[config.mk]
export PLATFORM = sky130hd
export DESIGN_NAME = rtc_alarm_match
export DESIGN_NICKNAME = d
export VERILOG_FILES = /design/src/rtl/rtc_alarm_pkg.sv /design/src/rtl/alarm_field_match.sv /design/src/rtl/alarm_regs.sv /design/src/rtl/alarm_seq.sv /design/src/rtl/rtc_alarm_match.sv
export SDC_FILE = /design/constraint.sdc
export NUM_CORES = 1
export LEC_CHECK = 0
export BUFFER_PORTS_ARGS = -buffer_cell sky130_fd_sc_hd__buf_4
export CORE_ASPECT_RATIO = 1.75
export CORE_MARGIN = 2
export CORE_UTILIZATION = 55
export CTS_CLUSTER_SIZE = 14
export DETAILED_ROUTE_END_ITERATION = 16
export PLACE_DENSITY = 0.78
export SLEW_MARGIN = 20
export SYNTH_ARGS = -nofsm -noshare
export SYNTH_HDL_FRONTEND = slang
export SYNTH_SLANG_ARGS = --single-unit
[constraint.sdc]
create_clock -name clk -period 2.4 [get_ports clk]
set_clock_uncertainty 0.05 [all_clocks]
set_input_delay 0.48 -clock clk [delete_from_list [all_inputs] [get_ports clk]]
set_output_delay 0.48 -clock clk [all_outputs]
set_load 0.05 [all_outputs]
[src/rtl/rtc_alarm_pkg.sv]
`timescale 1ns/1ps
package rtc_alarm_pkg;
    localparam int ALM_FIELD_W   = 7;
    localparam int ALM_NUM_FIELDS = 6;
    localparam int ALM_ADDR_W    = 3;
    localparam int ALM_CTRL_ADDR = 6;
    localparam int ALM_FLAG_BIT  = 0;
    localparam int ALM_AIE_BIT   = 3;

    typedef enum logic [0:0] {
        ST_WAIT  = 1'b0,
        ST_CHECK = 1'b1
    } alm_state_e;
endpackage

[src/rtl/alarm_field_match.sv]
`timescale 1ns/1ps
module alarm_field_match #(
    parameter int FIELD_W = 7
) (
    input  logic               clk,
    input  logic               rst_n,
    input  logic               snap_en,
    input  logic [FIELD_W:0]   alarm_byte,
    input  logic [FIELD_W-1:0] cur_val,
    output logic               field_en,
    output logic               field_hit
);
    logic [FIELD_W-1:0] snap_q;

    always_ff @(posedge clk) begin
        if (!rst_n)
            snap_q <= '0;
        else if (snap_en)
            snap_q <= cur_val;
    end

    assign field_en  = alarm_byte[FIELD_W];
    assign field_hit = !field_en || (snap_q == alarm_byte[FIELD_W-1:0]);
endmodule

[src/rtl/alarm_regs.sv]
`timescale 1ns/1ps
module alarm_regs
    import rtc_alarm_pkg::*;
#(
    parameter int NUM_FIELDS = ALM_NUM_FIELDS,
    parameter int FIELD_W    = ALM_FIELD_W,
    parameter int ADDR_W     = ALM_ADDR_W,
    parameter int CTRL_ADDR  = ALM_CTRL_ADDR
) (
    input  logic                               clk,
    input  logic                               rst_n,
    input  logic                               wr_en,
    input  logic [ADDR_W-1:0]                  wr_addr,
    input  logic [FIELD_W:0]                   wr_data,
    input  logic [ADDR_W-1:0]                  rd_addr,
    input  logic                               flag,
    output logic [NUM_FIELDS-1:0][FIELD_W:0]   alarm_q,
    output logic                               aie,
    output logic                               clr_req,
    output logic [FIELD_W:0]                   rd_data
);
    localparam int REG_W = FIELD_W + 1;
    localparam logic [ADDR_W-1:0] CTRL_A = ADDR_W'(CTRL_ADDR);

    logic ctrl_wr;
    assign ctrl_wr = wr_en && (wr_addr == CTRL_A);
    assign clr_req = ctrl_wr && !wr_data[ALM_FLAG_BIT];

    for (genvar g = 0; g < NUM_FIELDS; g++) begin : g_field_reg
        always_ff @(posedge clk) begin
            if (!rst_n)
                alarm_q[g] <= '0;
            else if (wr_en && (wr_addr == ADDR_W'(g)))
                alarm_q[g] <= wr_data;
        end
    end

    always_ff @(posedge clk) begin
        if (!rst_n)
            aie <= 1'b0;
        else if (ctrl_wr)
            aie <= wr_data[ALM_AIE_BIT];
    end

    always_comb begin
        rd_data = '0;
        for (int i = 0; i < NUM_FIELDS; i++) begin
            if (rd_addr == ADDR_W'(i))
                rd_data = alarm_q[i];
        end
        if (rd_addr == CTRL_A) begin
            rd_data                = '0;
            rd_data[ALM_AIE_BIT]   = aie;
            rd_data[ALM_FLAG_BIT]  = flag;
        end
    end


    field_write_chk: assert property (@(posedge clk) disable iff (!rst_n)
        (wr_en && wr_addr == '0) |=> (alarm_q[0] == $past(wr_data)));

    logic unused_w;
    assign unused_w = (REG_W == 0);
endmodule

[src/rtl/alarm_seq.sv]
`timescale 1ns/1ps
module alarm_seq
    import rtc_alarm_pkg::*;
#(
    parameter int NUM_FIELDS = ALM_NUM_FIELDS
) (
    input  logic                  clk,
    input  logic                  rst_n,
    input  logic                  sec_tick,
    input  logic [NUM_FIELDS-1:0] field_en,
    input  logic [NUM_FIELDS-1:0] field_hit,
    input  logic                  clr_req,
    input  logic                  aie,
    output logic                  snap_en,
    output logic                  flag,
    output logic                  irq
);
    alm_state_e state_q, state_d;
    logic       fire;

    always_ff @(posedge clk) begin
        if (!rst_n)
            state_q <= ST_WAIT;
        else
            state_q <= state_d;
    end

    always_comb begin
        state_d = state_q;
        unique case (state_q)
            ST_WAIT:  state_d = sec_tick ? ST_CHECK : ST_WAIT;
            ST_CHECK: state_d = sec_tick ? ST_CHECK : ST_WAIT;
            default:  state_d = ST_WAIT;
        endcase
    end

    assign snap_en = sec_tick;
    assign fire    = (state_q == ST_CHECK) && (|field_en) && (&field_hit);

    always_ff @(posedge clk) begin
        if (!rst_n)
            flag <= 1'b0;
        else if (fire)
            flag <= 1'b1;
        else if (clr_req)
            flag <= 1'b0;
    end

    assign irq = flag && aie;


    flag_rise_chk: assert property (@(posedge clk) disable iff (!rst_n)
        $rose(flag) |-> $past(state_q == ST_CHECK));


    check_after_tick_chk: assert property (@(posedge clk) disable iff (!rst_n)
        (state_q == ST_CHECK) |-> $past(sec_tick));


    none_enabled_chk: assert property (@(posedge clk) disable iff (!rst_n)
        (field_en == '0 && !flag) |=> !flag);


    set_wins_chk: assert property (@(posedge clk) disable iff (!rst_n)
        (state_q == ST_CHECK && field_en != '0 && field_hit == '1) |=> flag);


    clear_chk: assert property (@(posedge clk) disable iff (!rst_n)
        (clr_req && state_q == ST_WAIT) |=> !flag);
endmodule

[src/rtl/rtc_alarm_match.sv]
`timescale 1ns/1ps
module rtc_alarm_match
    import rtc_alarm_pkg::*;
#(
    parameter int FIELD_W = ALM_FIELD_W,
    parameter int ADDR_W  = ALM_ADDR_W
) (
    input  logic               clk,
    input  logic               rst_n,
    input  logic               sec_tick,
    input  logic [FIELD_W-1:0] cur_sec,
    input  logic [FIELD_W-1:0] cur_min,
    input  logic [FIELD_W-1:0] cur_hour,
    input  logic [FIELD_W-1:0] cur_wday,
    input  logic [FIELD_W-1:0] cur_mday,
    input  logic [FIELD_W-1:0] cur_mon,
    input  logic               wr_en,
    input  logic [ADDR_W-1:0]  wr_addr,
    input  logic [FIELD_W:0]   wr_data,
    input  logic [ADDR_W-1:0]  rd_addr,
    output logic [FIELD_W:0]   rd_data,
    output logic               alarm_irq
);
    localparam int NF = ALM_NUM_FIELDS;

    logic [NF-1:0][FIELD_W-1:0] cur_vals;
    logic [NF-1:0][FIELD_W:0]   alarm_q;
    logic [NF-1:0]              field_en, field_hit;
    logic                       aie, clr_req, flag, snap_en;

    assign cur_vals[0] = cur_sec;
    assign cur_vals[1] = cur_min;
    assign cur_vals[2] = cur_hour;
    assign cur_vals[3] = cur_wday;
    assign cur_vals[4] = cur_mday;
    assign cur_vals[5] = cur_mon;

    alarm_regs #(
        .NUM_FIELDS (NF),
        .FIELD_W    (FIELD_W),
        .ADDR_W     (ADDR_W),
        .CTRL_ADDR  (ALM_CTRL_ADDR)
    ) u_regs (
        .clk     (clk),
        .rst_n   (rst_n),
        .wr_en   (wr_en),
        .wr_addr (wr_addr),
        .wr_data (wr_data),
        .rd_addr (rd_addr),
        .flag    (flag),
        .alarm_q (alarm_q),
        .aie     (aie),
        .clr_req (clr_req),
        .rd_data (rd_data)
    );

    for (genvar g = 0; g < NF; g++) begin : g_cmp
        alarm_field_match #(.FIELD_W(FIELD_W)) u_cmp (
            .clk        (clk),
            .rst_n      (rst_n),
            .snap_en    (snap_en),
            .alarm_byte (alarm_q[g]),
            .cur_val    (cur_vals[g]),
            .field_en   (field_en[g]),
            .field_hit  (field_hit[g])
        );
    end

    alarm_seq #(.NUM_FIELDS(NF)) u_seq (
        .clk       (clk),
        .rst_n     (rst_n),
        .sec_tick  (sec_tick),
        .field_en  (field_en),
        .field_hit (field_hit),
        .clr_req   (clr_req),
        .aie       (aie),
        .snap_en   (snap_en),
        .flag      (flag),
        .irq       (alarm_irq)
    );


    irq_level_chk: assert property (@(posedge clk) disable iff (!rst_n)
        (alarm_irq && !clr_req && !(wr_en && wr_addr == ADDR_W'(ALM_CTRL_ADDR))) |=> alarm_irq);
endmodule

==> summary.md <==
| Metric | Value |
|---|---|
| Crit Reg-Reg Endpoint | u_seq.flag |
| Cts bufs inserted | 9 |
| Worst Hold Class | in2reg |
| R2R Setup Slk | 0.71 ns |
| Total congestion overflow | 0 |
| Number of I/O port buffers | 68 |
| Post-route cell area | 5320 um2 |
| Synth cell count leaders | nand2_1 (103), dfxtp_1 (93), mux2i_1 (45), nor2b_1 (45), a21boi_0 (44) |
| Clock Path Buffers | 2 |
| EDFF count, synth | 0 |
| ANT nets after route | 0 |
| Synth Register Bits | 93 |
| IO Count | 69 |
| Crit path max fanout | 20 |
| Crit path cell chain | buf_6, mux2_2, o221a_2, a21oi_1, a21oi_2, buf_4 |
| Sequential fraction of the synthesis area | 42.0% |
| Fmax | 443 MHz |
| DR vias | 3564 |
| Crit. End Element | primary output |
| Max-Cap Viols | 0 |
| DR iter-0 viols | 285 |
| # clock sinks | 93 |
| Setup-failing EPs final | 0 |
| Peak supply drop | 503 uV |
| GR Util All Layers | 28.1% |
| Dpl cell area | 4980 um2 |
| Critical path arrival | 1.73 ns |
| YS warnings | 0 |
| Pwr Density | 685 nW/um2 |
| Static Leak | 2.14 nW |
| NumNets Final | 599 |
| Worst path depth | 6 |
| Total Wirelength | 11900 um |
| Slew Limit Fails | 0 |
| Top area cells in the synthesized netlist | dfxtp_1 (42%), mux2i_1 (10%), nand2_1 (8.7%) |
| Worst Setup Path Type | in2out |
| Starting density of the core | 56.4% |
| WP data required | 1.87 ns |
| CTS tree | done |
| Detailed Place HPWL | 8670 um |
| GP Congestion | 1.01 |
| Syn avg cell area | 9.23 um2 |
| Cell row count | 43 |
| Total power | 0.00364 W |
| 1st-pass router iterations | 5 |
| CP endpoint | rd_data[1] |
| RSZ-0062 raised after global routing | no |
| Top-count cell post-synth | nand2_1 |
| Multi-input gate area | 2470 um2 |
| Status | finished clean |
| Predominant post-synthesis flop cell | dfxtp_1 |
| Worst r2r src | u_regs.alarm_q[35] |
| Minimum clock period after layout | 2.26 ns |
| Filler instances | 668 |
| Synth top area share | 42.0% |
| Setup TNS Final | 0 ns |
| Max incr delay on CP | 0.38 ns |
| Worst Tran Pin Value | 0.700 ns |
| Worst reg-to-reg path cell count | 5 |
| Die area | 8820 um2 |
| Setup Fix Bufs, Post-CTS | 0 |
| Hold Fails Final Rpt | 0 |
| H-Tree Depth | 3 |
| Final routed DRC violation total | 0 |
| Slowest-stage cell, CP | mux2_2 |
| Worst Path Buf+Inv | 2 |
| Die width | 71.8 um |
| Cell area after synthesis | 4430 um2 |
| Post-Syn Nets | 540 |
| Asr flop ratio synth | 0% |
| Final period utilization | 94.0% |
| Critical path origin | rd_addr[0] |
| Synthesis-to-layout area growth | 20.0% |
| Clk_lat worst skew | 0.34 ns |
| Area leader, netlist | dfxtp_1 |
| Cells after synthesis | 480 |
| CTS Root Cell | clkbuf_16 |
| Vias in the first global route | 3546 |
| Layout cell share with drive strength beyond 1 | 20.4% |
| Die Span Y | 123 um |
| Largest net degree at the start of global routing | 60 |
| Kind of start point of the critical path | primary input |
| N_diodes | 0 |
| Seq. cell area | 1860 um2 |
| Cell variety after synth | 34 |
| Core Footprint | 7860 um2 |
| Worst slew margin | 53.3% |
| DR vias/cell | 5.62 |
| Initial antenna violation count | 0 |
| Wire per inst | 18.8 um |
| CP delay by family, top | compound AO/OA/AOI/OAI gates |
| Clk slew on worst S/H paths | 0.06 ns |
| First-pass GRT wire length | 18500 um |
## flip-flops by register name (all words and copies together) (netlist names)
register and flops:
u_regs.aie 1, u_seq.state_q 1, u_regs.alarm_q 48, u_seq.flag 1
g_cmp.u_cmp.snap_q 42
## worst reg2reg max path: stages, from the launching register on
cell and delay, ns:
dfxtp_1 0.43, xnor2_1 0.15, nand4_1 0.11, o41ai_1 0.54, nand4_1 0.15, o21ai_0 0.19
## layout make-up
| cell class | instances | share of cell area (%) |
|---|---|---|
| Clock inverter | 4 | 1.32 |
| Tap cell | 90 | 2.12 |
| Sequential cell | 93 | 35.0 |
| Inverter | 3 | 0.212 |
| Multi-Input combinational cell | 362 | 46.5 |
| Timing Repair Buffer | 70 | 9.96 |
| Clock buffer | 12 | 4.83 |
## timing repair
action / 4_1_cts / 5_1_grt
gates resized for setup: 0 / 1
hold buffers: 0 / 0
endpoints found under the setup margin: 0 / 1
## power by group
group | leakage (nW) | total, W | switching [W] | internal (W)
clock | 0.163 | 0.00155 | 0.000586 | 0.000967
sequential | 0.760 | 0.00166 | 0.0000550 | 0.00160
combinational | 1.21 | 0.000426 | 0.000216 | 0.000211
total | 2.14 | 0.00364 | 0.000856 | 0.00278
## worst min-delay path by stage
stage	from	endpoint	slack (ns)	cells after the start
after global routing	cur_mon[1]	g_cmp[5].u_cmp.snap_q[1]	0.35	3
after CTS	cur_mday[6]	g_cmp[4].u_cmp.snap_q[6]	0.34	3
after floorplan	u_seq.state_q	u_seq.flag	0.40	2
after global placement	u_regs.alarm_q[27]	u_regs.alarm_q[27]	0.43	2
after detailed placement	u_regs.alarm_q[36]	u_regs.alarm_q[36]	0.44	2
final	cur_wday[4]	g_cmp[3].u_cmp.snap_q[4]	0.35	3
## metal layers
| layer | vias to the layer above | global-route usage (%) | wire length [um] |
|---|---|---|---|
| li1 | 1753 | - | - |
| met1 | 1681 | 31.1 | 4630 |
| met2 | 98 | 50.7 | 6270 |
| met3 | 32 | 4.27 | 554 |
| met4 | 0 | 14.7 | 444 |
| met5 | - | 0 | 0 |
## kinds of logic (layout without fill, tap and decap cells)
kind of cell,count (synthesis),in the layout,synth area share [%]
compound gates,80,80,13.2
xor+xnor,42,42,8.31
buf+inv,25,89,2.49
flops,93,93,42.0
mux,60,60,14.5
simple gates,180,180,19.4
## metrics by stage
step	worst slack, ns	cells	hold WS (ns)	util (%)
global placement	0.103	618	0.429	63.5
finish	0.144	634	0.346	67.7
floorplan	0.140	480	0.396	-
CTS	0.0823	634	0.341	67.6
global route	0.0688	634	0.349	67.7
detailed placement	0.100	618	0.436	63.5
## cells in the final DEF, fill, tap and decap left out, types with 5 or more instances in the layout
cell type    n
nand2_1    103
mux2_2      13
a21boi_0    44
nor2_1       5
clkbuf_16    9
nor2b_1     45
o41ai_1      5
mux2i_1     45
dfxtp_1     93
o21ai_0      5
xor2_1      15
nand4_1      9
buf_4       69
xnor2_1     27
Power figures use the tool's default switching activity.
